### src/rtl/bus_trig_pkg.sv
package bus_trig_pkg;

  localparam int REG_W = 16;

  typedef enum logic [1:0] {
    CMP_EQ = 2'b00,
    CMP_GT = 2'b01,
    CMP_LT = 2'b10,
    CMP_NE = 2'b11
  } cmp_kind_t;

  typedef enum logic [1:0] {
    SEL_VAL  = 2'd0,
    SEL_CTL  = 2'd1,
    SEL_MSK  = 2'd2,
    SEL_COMB = 2'd3
  } reg_sel_t;

  // Bus-cycle qualifier: 4-bit code against the cycle-type strobes.
  function automatic logic cycle_ok(input logic [3:0] code, input logic fetch,
                                    input logic hold, input logic rd, input logic dma);
    logic wr;
    wr = ~rd;
    case (code)
      4'd0:    cycle_ok = fetch;
      4'd1:    cycle_ok = fetch & hold;
      4'd2:    cycle_ok = ~fetch;
      4'd3:    cycle_ok = 1'b1;
      4'd4:    cycle_ok = ~fetch & rd;
      4'd5:    cycle_ok = ~fetch & wr;
      4'd6:    cycle_ok = rd;
      4'd7:    cycle_ok = wr;
      4'd8:    cycle_ok = ~fetch & ~dma;
      4'd9:    cycle_ok = dma;
      4'd10:   cycle_ok = ~dma;
      4'd11:   cycle_ok = wr & ~dma;
      4'd12:   cycle_ok = ~fetch & rd & ~dma;
      4'd13:   cycle_ok = rd & ~dma;
      4'd14:   cycle_ok = rd & dma;
      default: cycle_ok = wr & dma;
    endcase
  endfunction

endpackage

### src/rtl/bus_trig_unit.sv
module bus_trig_unit
  import bus_trig_pkg::*;
#(
  parameter int BUS_W     = 20,
  parameter int NUM_UNITS = 10
) (
  input  logic                 clk,
  input  logic                 rst_n,
  input  logic                 wr_en,
  input  logic [1:0]           sel,
  input  logic [REG_W-1:0]     wr_data,
  output logic [REG_W-1:0]     rd_data,
  input  logic                 bus_valid,
  input  logic [BUS_W-1:0]     bus_addr,
  input  logic [BUS_W-1:0]     bus_data,
  input  logic                 bus_fetch,
  input  logic                 bus_hold,
  input  logic                 bus_read,
  input  logic                 bus_dma,
  output logic                 match,
  output logic [NUM_UNITS-1:0] comb_en
);

  // Upper reference/mask bits live in control 11:8 and 15:12 (BUS_W of 17..20).
  localparam int HI_W = BUS_W - REG_W;

  logic [REG_W-1:0]     val_lo, ctl, msk_lo;
  logic [NUM_UNITS-1:0] en;

  always_ff @(posedge clk) begin
    if (!rst_n) begin
      val_lo <= '0;
      ctl    <= '0;
      msk_lo <= '0;
      en     <= '0;
    end else if (wr_en) begin
      case (reg_sel_t'(sel))
        SEL_VAL: val_lo <= wr_data;
        SEL_CTL: ctl    <= wr_data;
        SEL_MSK: msk_lo <= wr_data;
        default: en     <= wr_data[NUM_UNITS-1:0];
      endcase
    end
  end

  logic [BUS_W-1:0] ref_v, mask_v, bus_v, a_m, b_m;
  logic             cmp_hit;
  logic [REG_W-1:0] en_wide;

  always_comb begin
    ref_v  = {ctl[8 +: HI_W], val_lo};
    mask_v = {ctl[12 +: HI_W], msk_lo};
    bus_v  = ctl[0] ? bus_data : bus_addr;
    a_m    = bus_v & ~mask_v;
    b_m    = ref_v & ~mask_v;
    case (cmp_kind_t'(ctl[4:3]))
      CMP_EQ:  cmp_hit = (a_m == b_m);
      CMP_GT:  cmp_hit = (a_m > b_m);
      CMP_LT:  cmp_hit = (a_m < b_m);
      default: cmp_hit = (a_m != b_m);
    endcase
    match = bus_valid & cmp_hit &
            cycle_ok({ctl[6], ctl[5], ctl[2], ctl[1]}, bus_fetch, bus_hold, bus_read, bus_dma);
  end

  always_comb begin
    en_wide = '0;
    en_wide[NUM_UNITS-1:0] = en;
    case (reg_sel_t'(sel))
      SEL_VAL: rd_data = val_lo;
      SEL_CTL: rd_data = ctl;
      SEL_MSK: rd_data = msk_lo;
      default: rd_data = en_wide;
    endcase
  end

  assign comb_en = en;

endmodule

### src/rtl/bus_trig_combine.sv
module bus_trig_combine #(
  parameter int NUM_UNITS = 10
) (
  input  logic                           clk,
  input  logic                           rst_n,
  input  logic [NUM_UNITS-1:0]           match,
  input  logic [NUM_UNITS*NUM_UNITS-1:0] en_flat,
  output logic [NUM_UNITS-1:0]           raw_trig,
  output logic [NUM_UNITS-1:0]           comb_trig
);

  logic [NUM_UNITS-1:0] comb_d;

  for (genvar i = 0; i < NUM_UNITS; i++) begin : g_comb
    logic [NUM_UNITS-1:0] en_i;
    assign en_i      = en_flat[i*NUM_UNITS +: NUM_UNITS];
    assign comb_d[i] = (|en_i) && ((match & en_i) == en_i);
  end

  always_ff @(posedge clk) begin
    if (!rst_n) begin
      raw_trig  <= '0;
      comb_trig <= '0;
    end else begin
      raw_trig  <= match;
      comb_trig <= comb_d;
    end
  end

endmodule

### src/rtl/bus_trig_bank.sv
module bus_trig_bank
  import bus_trig_pkg::*;
#(
  parameter int NUM_UNITS = 10,
  parameter int BUS_W     = 20,
  parameter int AW        = $clog2(NUM_UNITS * 8)
) (
  input  logic                 clk,
  input  logic                 rst_n,
  input  logic                 bus_valid,
  input  logic [BUS_W-1:0]     bus_addr,
  input  logic [BUS_W-1:0]     bus_data,
  input  logic                 bus_fetch,
  input  logic                 bus_hold,
  input  logic                 bus_read,
  input  logic                 bus_dma,
  input  logic                 reg_wr_en,
  input  logic [AW-1:0]        reg_addr,
  input  logic [REG_W-1:0]     reg_wdata,
  output logic [REG_W-1:0]     reg_rdata,
  output logic [NUM_UNITS-1:0] raw_trig,
  output logic [NUM_UNITS-1:0] comb_trig
);

  localparam int UW = AW - 3;

  logic [UW-1:0]                  unit_idx;
  logic [1:0]                     sel;
  logic [NUM_UNITS-1:0]           match;
  logic [NUM_UNITS*NUM_UNITS-1:0] en_flat;
  logic [REG_W-1:0]               rd_arr [NUM_UNITS];

  assign unit_idx = reg_addr[AW-1:3];
  assign sel      = reg_addr[2:1];

  for (genvar k = 0; k < NUM_UNITS; k++) begin : g_unit
    bus_trig_unit #(.BUS_W(BUS_W), .NUM_UNITS(NUM_UNITS)) u_unit (
      .clk       (clk),
      .rst_n     (rst_n),
      .wr_en     (reg_wr_en && (unit_idx == UW'(k))),
      .sel       (sel),
      .wr_data   (reg_wdata),
      .rd_data   (rd_arr[k]),
      .bus_valid (bus_valid),
      .bus_addr  (bus_addr),
      .bus_data  (bus_data),
      .bus_fetch (bus_fetch),
      .bus_hold  (bus_hold),
      .bus_read  (bus_read),
      .bus_dma   (bus_dma),
      .match     (match[k]),
      .comb_en   (en_flat[k*NUM_UNITS +: NUM_UNITS])
    );
  end

  always_comb begin
    reg_rdata = '0;
    for (int k = 0; k < NUM_UNITS; k++)
      if (unit_idx == UW'(k)) reg_rdata = rd_arr[k];
  end

  bus_trig_combine #(.NUM_UNITS(NUM_UNITS)) u_comb (
    .clk       (clk),
    .rst_n     (rst_n),
    .match     (match),
    .en_flat   (en_flat),
    .raw_trig  (raw_trig),
    .comb_trig (comb_trig)
  );

endmodule

### config.mk
export PLATFORM = sky130hd
export DESIGN_NAME = bus_trig_bank
export DESIGN_NICKNAME = d
export VERILOG_FILES = /design/src/rtl/bus_trig_pkg.sv /design/src/rtl/bus_trig_unit.sv /design/src/rtl/bus_trig_combine.sv /design/src/rtl/bus_trig_bank.sv
export SDC_FILE = /design/constraint.sdc
export NUM_CORES = 2
export LEC_CHECK = 0
export CAP_MARGIN = 0
export CORE_MARGIN = 8
export CORE_UTILIZATION = 30
export DETAILED_ROUTE_END_ITERATION = 16
export PLACE_DENSITY_LB_ADDON = 0.15
export SLEW_MARGIN = 20
export SYNTH_ARGS = -nofsm -noshare
export SYNTH_HDL_FRONTEND = slang
export SYNTH_HIERARCHICAL = 1
export SYNTH_SLANG_ARGS = --single-unit
export TNS_END_PERCENT = 1
### constraint.sdc
create_clock -name clk -period 4.1 [get_ports clk]
set_input_delay 0.615 -clock clk [delete_from_list [all_inputs] [get_ports clk]]
set_output_delay 0.615 -clock clk [all_outputs]
set_load 0.02 [all_outputs]
; ---- Word-level counts from Yosys, hierarchy flattened
; Cells that the tools add are included.
[totals]
ff_bits = 600
output_inout_bits = 36
[classes]
magnitude_cmp = 20
eq_ne = 201
n_mux = 50
n_bitwise = 73
reduce_logical = 93
[op_table]
columns = operator, n
row1 = one-hot mux 16 bit (3 select lines), 10
row2 = bitwise AND 20 bit, 20
row3 = "equality test 4 bit, second input constant", 72
row4 = equality test 20 bit, 10
row5 = greater-than comparator 20 bit, 10
row6 = less-than comparator 20 bit, 10
row7 = two-way mux 20 bit, 10
row8 = inequality test 20 bit, 10
row9 = inverter 20 bit, 10
row10 = "equality test 4 x 3 -> 1 bit, second input constant", 44
row11 = two-way mux 16 bit, 10
row12 = one-hot mux 1 bit (15 select lines), 10
row13 = bitwise AND 10 bit, 10
row14 = equality test 10 bit, 10
row15 = OR reduction 10 bit, 10
row16 = "equality test 4 x 2 -> 1 bit, second input constant", 22
row17 = AND reduction 2 bit, 40
row18 = "equality test 4 x 1 -> 1 bit, second input constant", 11
row19 = logical NOT 4 bit, 11
row20 = one-hot mux 1 bit (3 select lines), 10
row21 = bitwise AND 1 bit, 29
row22 = "equality test 2 x 1 -> 1 bit, second input constant", 11
row23 = "equality test 2 bit, second input constant", 11
row24 = logical NOT 2 bit, 11
row25 = 3 further kinds, 25

; ---- Logic depth before layout (Yosys ltp)
[depth]
ltp_word = 12
mapped_depth = 15
depth_no_buf = 12

; ---- By module
; The synthesis kept the hierarchy.
[modules_own_cells]
columns = mod, instances, cells_each, area_per_inst_um2, seq_area_each_um2
row1 = bus_trig_unit at g_unit[0].u_unit ..., 6, 435, 3588.4, 1161.1
row2 = bus_trig_unit at g_unit[1].u_unit ..., 4, 427, 3549.7, 1161.1
row3 = bus_trig_bank, 1, 264, 1883.1, 0.0
row4 = bus_trig_combine, 1, 212, 1595.3, 400.4

; ---- Least setup slack after synthesis
; OpenSTA, ideal clock, no wires.
[synth_path]
path_type = flip-flop to flip-flop
start = register g_unit[4].u_unit.ctl[0]
end = register u_comb.comb_trig[2]
setup_time_ps = 92
arrival_ps = 3495
slack_ps = 513
stages_incl_launch_ff = 16
n_path_buf = 3
period_less_slack_ps = 3587
path_cell_list = dfxtp_1 > clkbuf_1 > buf_1 > mux2i_1 > nor2_1 > ha_1 > nand4_2 > or4_4 > nor3_1 > mux2i_1 > nand4_1 > a211oi_2 > clkbuf_1 > nand2b_1 > o2111ai_1 > nor4_1
[synth_via]
elab_chain_cells = 9
word_cells_on_any_way = 12
classes_between = order compare: 2 / eq/ne: 3 / mux: 2 / bitwise: 4 / reduce/logical: 1
[synth_rtl]
columns = element, line
row1 = "start, declared", bus_trig_unit.sv:27  ; logic [REG_W-1:0] val_lo, ctl, msk_lo;
row2 = "start signal, assigned", bus_trig_unit.sv:39  ; SEL_CTL: ctl <= wr_data;
row3 = two-way mux 20 bit *, bus_trig_unit.sv:53  ; bus_v = ctl[0] ? bus_data : bus_addr;
row4 = bitwise AND 20 bit *, bus_trig_unit.sv:54  ; a_m = bus_v & ~mask_v;
row5 = less-than comparator 20 bit (tied with other cells), bus_trig_unit.sv:59  ; CMP_LT: cmp_hit = (a_m < b_m);
row6 = one-hot mux 1 bit (3 select lines) *, bus_trig_unit.sv:56  ; case (cmp_kind_t'(ctl[4:3]))
row7 = bitwise AND 1 bit * (2 in a row), bus_trig_unit.sv:62  ; match = bus_valid & cmp_hit &
row8 = named net match[4], bus_trig_bank.sv:29  ; logic [NUM_UNITS-1:0] match;
row9 = bitwise AND 10 bit *, bus_trig_combine.sv:17  ; assign comb_d[i] = (|en_i) && ((match & en_i) == en_i);
row10 = equality test 10 bit *, bus_trig_combine.sv:17
row11 = logical AND 1 bit *, bus_trig_combine.sv:17
row12 = "end signal, assigned", bus_trig_combine.sv:26  ; comb_trig <= comb_d;
row13 = "end, declared", bus_trig_combine.sv:9  ; output logic [NUM_UNITS-1:0] comb_trig
; Mark *: on every way through the listed nets, which the timed path passes. The rest lies on a longest branch.
; A chain may end at the register's enable or synchronous reset.

==> qor.txt <==
Overflow after GRT = 0
Crit Path Category = in2out
Cell Int Power = 10.66 mW
Fraction of power consumed by the clock network = 0.475
Status = completed
Seq/Total Area, Yosys = 0.3064
Hold-fix buffers, CTS = 0
Die Span Y = 377.5 um
Terminus of the critical flop-to-flop path = u_comb/comb_trig[4]$_SDFF_PN0_
Number of standard cells in the layout, taps in and fillers out = 6851
Num rows = 132
Maximum clock frequency = 0.2464 GHz
Max_cap viols = 0
Endpoint required time on the critical path = 3480 ps
Sum of routed wire length over all layers = 183900 um
Post-CTS Setup Inserts = 0
Fill cell instance count of the final layout = 13420
Switching power summed over all nets = 4.126 mW
Worst relative slew slack = 0.1899
Final core occ = 0.3652
Total standard cell area after synthesis = 39210 um^2
Detailed-route wire length per cell = 26.84 um
Die area = 142500 um^2
Hold_sp = g_unit[5].u_unit/ctl[7]$_SDFFE_PN0P_
Placeable core region = 129600 um^2
Num ports = 107
Global-route usage over all layers = 0.2489
Critical path arrival = 3440 ps
Top delay family on crit path = buffers and inverters
R2R cell count = 13
Tcrit/Tclk final = 0.9897
Final-stage net count = 5318
Max IR drop VDD = 0.2503 mV
Biggest fanout along the worst timing path = 19
Number of antenna violations at the first check in global routing = 10
Share of power burned in registers = 0.398
Clk pin slew, worst setup/hold paths = 60 ps
Wire length of the first global-routing pass = 260400 um
Number of library cell types mapped by synthesis = 65
Final weighted congestion in routability-driven placement = 0.9256
Die X-Extent = 377.5 um
Area growth from synthesis to layout = 20.75%
Largest net degree at the start of global routing = 98
Total number of vias = 36920
Clock tree from TritonCTS = yes
Hold Violations, Final = 0
Clock Sink Count = 600
Setup repair after global routing missed its margin = false
Number of register bits inferred by synthesis = 600
Starting DRC count in detailed routing = 3316
Clock skew = 32.88 ps
Clock tree root driver cell = clkbuf_16
Post-synth EDFFs = 0
Flop-to-flop setup slack = 400 ps
Launching element type of the critical path = input pin
Post-synth top flop = dfxtp_1
Fraction of final layout cells sized beyond drive strength 1 = 0.1426
Post-route DRC violation count = 0
Total power per unit cell area = 312.4 nW/um^2
CTS Buf Count = 78
Reg2reg start = g_unit[2].u_unit/ctl[0]$_SDFFE_PN0P_
Clock period minus worst slack = 4058 ps
CTS H-tree depth = 3
Vias/cell = 5.389
Clock tree buffer depth = 3
Detailed placer's ending HPWL = 129600 um
Endpoint with the worst hold slack = g_unit[5].u_unit/ctl[7]$_SDFFE_PN0P_
Setup-violating endpoint count in the final report = 0
Number of global-route vias before repair = 34760
Critical path's slowest cell = clkdlybuf4s50_1
Chain of cells forming the critical path = buf_8 > buf_12 > mux4_2 > mux2i_1 > buf_4 > a21oi_1 > a221o_1 > clkdlybuf4s50_1
Syn Inst Count = 4794
Combinational share of power = 0.127
Pin slew with the least headroom to its limit = 1215 ps
Worst Hold Depth = 2
Number of port buffers = 105
Leakage Power = 16.19 nW
Post-route setup TNS = 0 ps
Endpoint kind of the worst setup timing path = output port
Tightest Hold Check Type = reg2reg
Initial Util = 0.3024
Nets in the synthesized netlist = 5065
Final ANT Viol Nets = 0
Max-slew violations = 0
Warnings, synthesis = 6
Switching part of the total power = 0.2790
Async S/R FF share, synth = 0
First-pass detailed-route iteration total = 6
Highest cell delay on the worst timing path = 620 ps
Buffer and inverter count on the worst path = 4
Syn_area_per_cell = 8.178 um^2
Worst-Skew Late Latency = 670 ps
Placed instance count = 6709
power by group through the flow:
stage	Sequential [mW]	Combinational, mW	Clock [mW]
4_1_cts	5.89	1.85	7.17
3_3_place_gp	6.01	1.84	0
6_report	5.89	1.88	7.03
3_5_place_dp	6.02	1.84	0
2_1_floorplan	6.00	0.825	0
5_1_grt	5.89	1.97	7.38
state kept, by name (all words and copies together) (netlist names):
signal,cells
g_unit.u_unit/ctl,160
u_comb/raw_trig,10
g_unit.u_unit/comb_en,100
g_unit.u_unit/val_lo,160
u_comb/comb_trig,10
g_unit.u_unit/msk_lo,160
cell usage in the layout (no fill, tap or decap), types with 98 or more instances in the layout:
cell type / n
a21boi_0: 238
a21boi_1: 348
a21oi_1: 147
buf_4: 306
dfxtp_1: 600
ha_1: 200
mux2i_1: 332
mux4_2: 100
nand2_1: 1292
nand2b_1: 255
nor2_1: 290
o21ai_0: 98
worst max-delay path by stage:
stage                                                     from                        endpoint  slack, ps  depth (start not counted)
after floorplan           g_unit[4].u_unit/ctl[0]$_SDFFE_PN0P_  u_comb/comb_trig[2]$_SDFF_PN0_        510                         15
after CTS                                          reg_addr[5]                    reg_rdata[3]         70                          8
final                                              reg_addr[2]                    reg_rdata[3]         40                          8
after detailed placement                          bus_data[17]  u_comb/comb_trig[9]$_SDFF_PN0_       -140                         15
after global placement                            bus_data[19]  u_comb/comb_trig[9]$_SDFF_PN0_       -150                         15
after global routing                               reg_addr[1]                   reg_rdata[14]         60                         10
through the flow:
stage          hold WS (ps)  worst slack (ps)  cell area (um^2)  total power [mW]
2_1_floorplan         431.9             512.7             39210             6.827
3_3_place_gp          437.8            -151.5             44780             7.853
3_5_place_dp          445.3            -140.1             44780             7.858
4_1_cts               430.0             73.63             47320             14.90
5_1_grt               459.6             63.02             47330             15.24
6_report              450.9             42.19             47340             14.79
layout make-up:
cell class	count	area [um^2]	area share
clock buffer	115	2283	0.04823
sequential	600	12010	0.2537
clock inverter	22	254.0	0.005365
timing repair buffer	472	4613	0.09744
tap	1742	2180	0.04604
inverter	44	165.2	0.003489
multi-input combinational	3851	25820	0.5454
antenna	5	12.51	0.0002643
tightest hold or removal path, cell delays in order, from the launching register on:
cell,delay (ps)
dfxtp_1,310
nand2_1,50
a21boi_1,50
layer usage:
metal / vias to the layer above / global-route usage / part of all wire
li1: 17180 / - / -
met1: 18160 / 0.3467 / 0.46
met2: 1327 / 0.3801 / 0.43
met3: 249 / 0.05717 / 0.081
met4: 0 / 0.07827 / 0.033
met5: - / 0 / 0
cells by family (layout without fill, tap and decap cells):
kind of cell               Yosys count  in the layout  share of synthesized area
DFF                                600            600                     0.3064
muxes                              458            458                     0.1510
buffers and inverters              343            653                    0.03842
adders and majority gates          200            200                    0.06382
and+or+nand+nor                   2153           2153                     0.2539
other                                0              5                          0
AOI/OAI and AO/OA                 1040           1040                     0.1865
Yosys cell counts, types with 14 or more instances:
| library cell | instances | area share |
|---|---|---|
| o21a_1 | 30 | 0.0057 |
| a221o_1 | 15 | 0.0038 |
| inv_1 | 44 | 0.0042 |
| nor2_1 | 291 | 0.028 |
| buf_4 | 19 | 0.0036 |
| nand3b_1 | 21 | 0.0040 |
| and2_1 | 26 | 0.0041 |
| mux4_2 | 100 | 0.057 |
| a21boi_0 | 238 | 0.046 |
| nand4_1 | 28 | 0.0045 |
| ha_1 | 200 | 0.064 |
| a21boi_1 | 348 | 0.067 |
| a21oi_1 | 147 | 0.019 |
| or4_1 | 20 | 0.0038 |
| clkbuf_1 | 163 | 0.016 |
| o2111ai_1 | 24 | 0.0054 |
| o21ai_1 | 26 | 0.0033 |
| nand2_1 | 1292 | 0.12 |
| buf_1 | 19 | 0.0018 |
| a211oi_1 | 19 | 0.0036 |
| nand4_2 | 16 | 0.0051 |
| nor3_1 | 24 | 0.0031 |
| mux2_4 | 14 | 0.0054 |
| a32oi_1 | 15 | 0.0034 |
| mux2i_1 | 332 | 0.085 |
| nand2b_1 | 255 | 0.041 |
| nor2b_1 | 40 | 0.0064 |
| dfxtp_1 | 600 | 0.31 |
| buf_2 | 91 | 0.012 |
| nand3_1 | 20 | 0.0026 |
| nor4_1 | 24 | 0.0038 |
| o21ai_0 | 99 | 0.013 |
what timing repair did:
action / 4_1_cts / 5_1_grt
cloned: 0 / 0
setup endpoints to repair: 1 / 3
gates resized for setup: 1 / 5
Power figures use the tool's default switching activity.
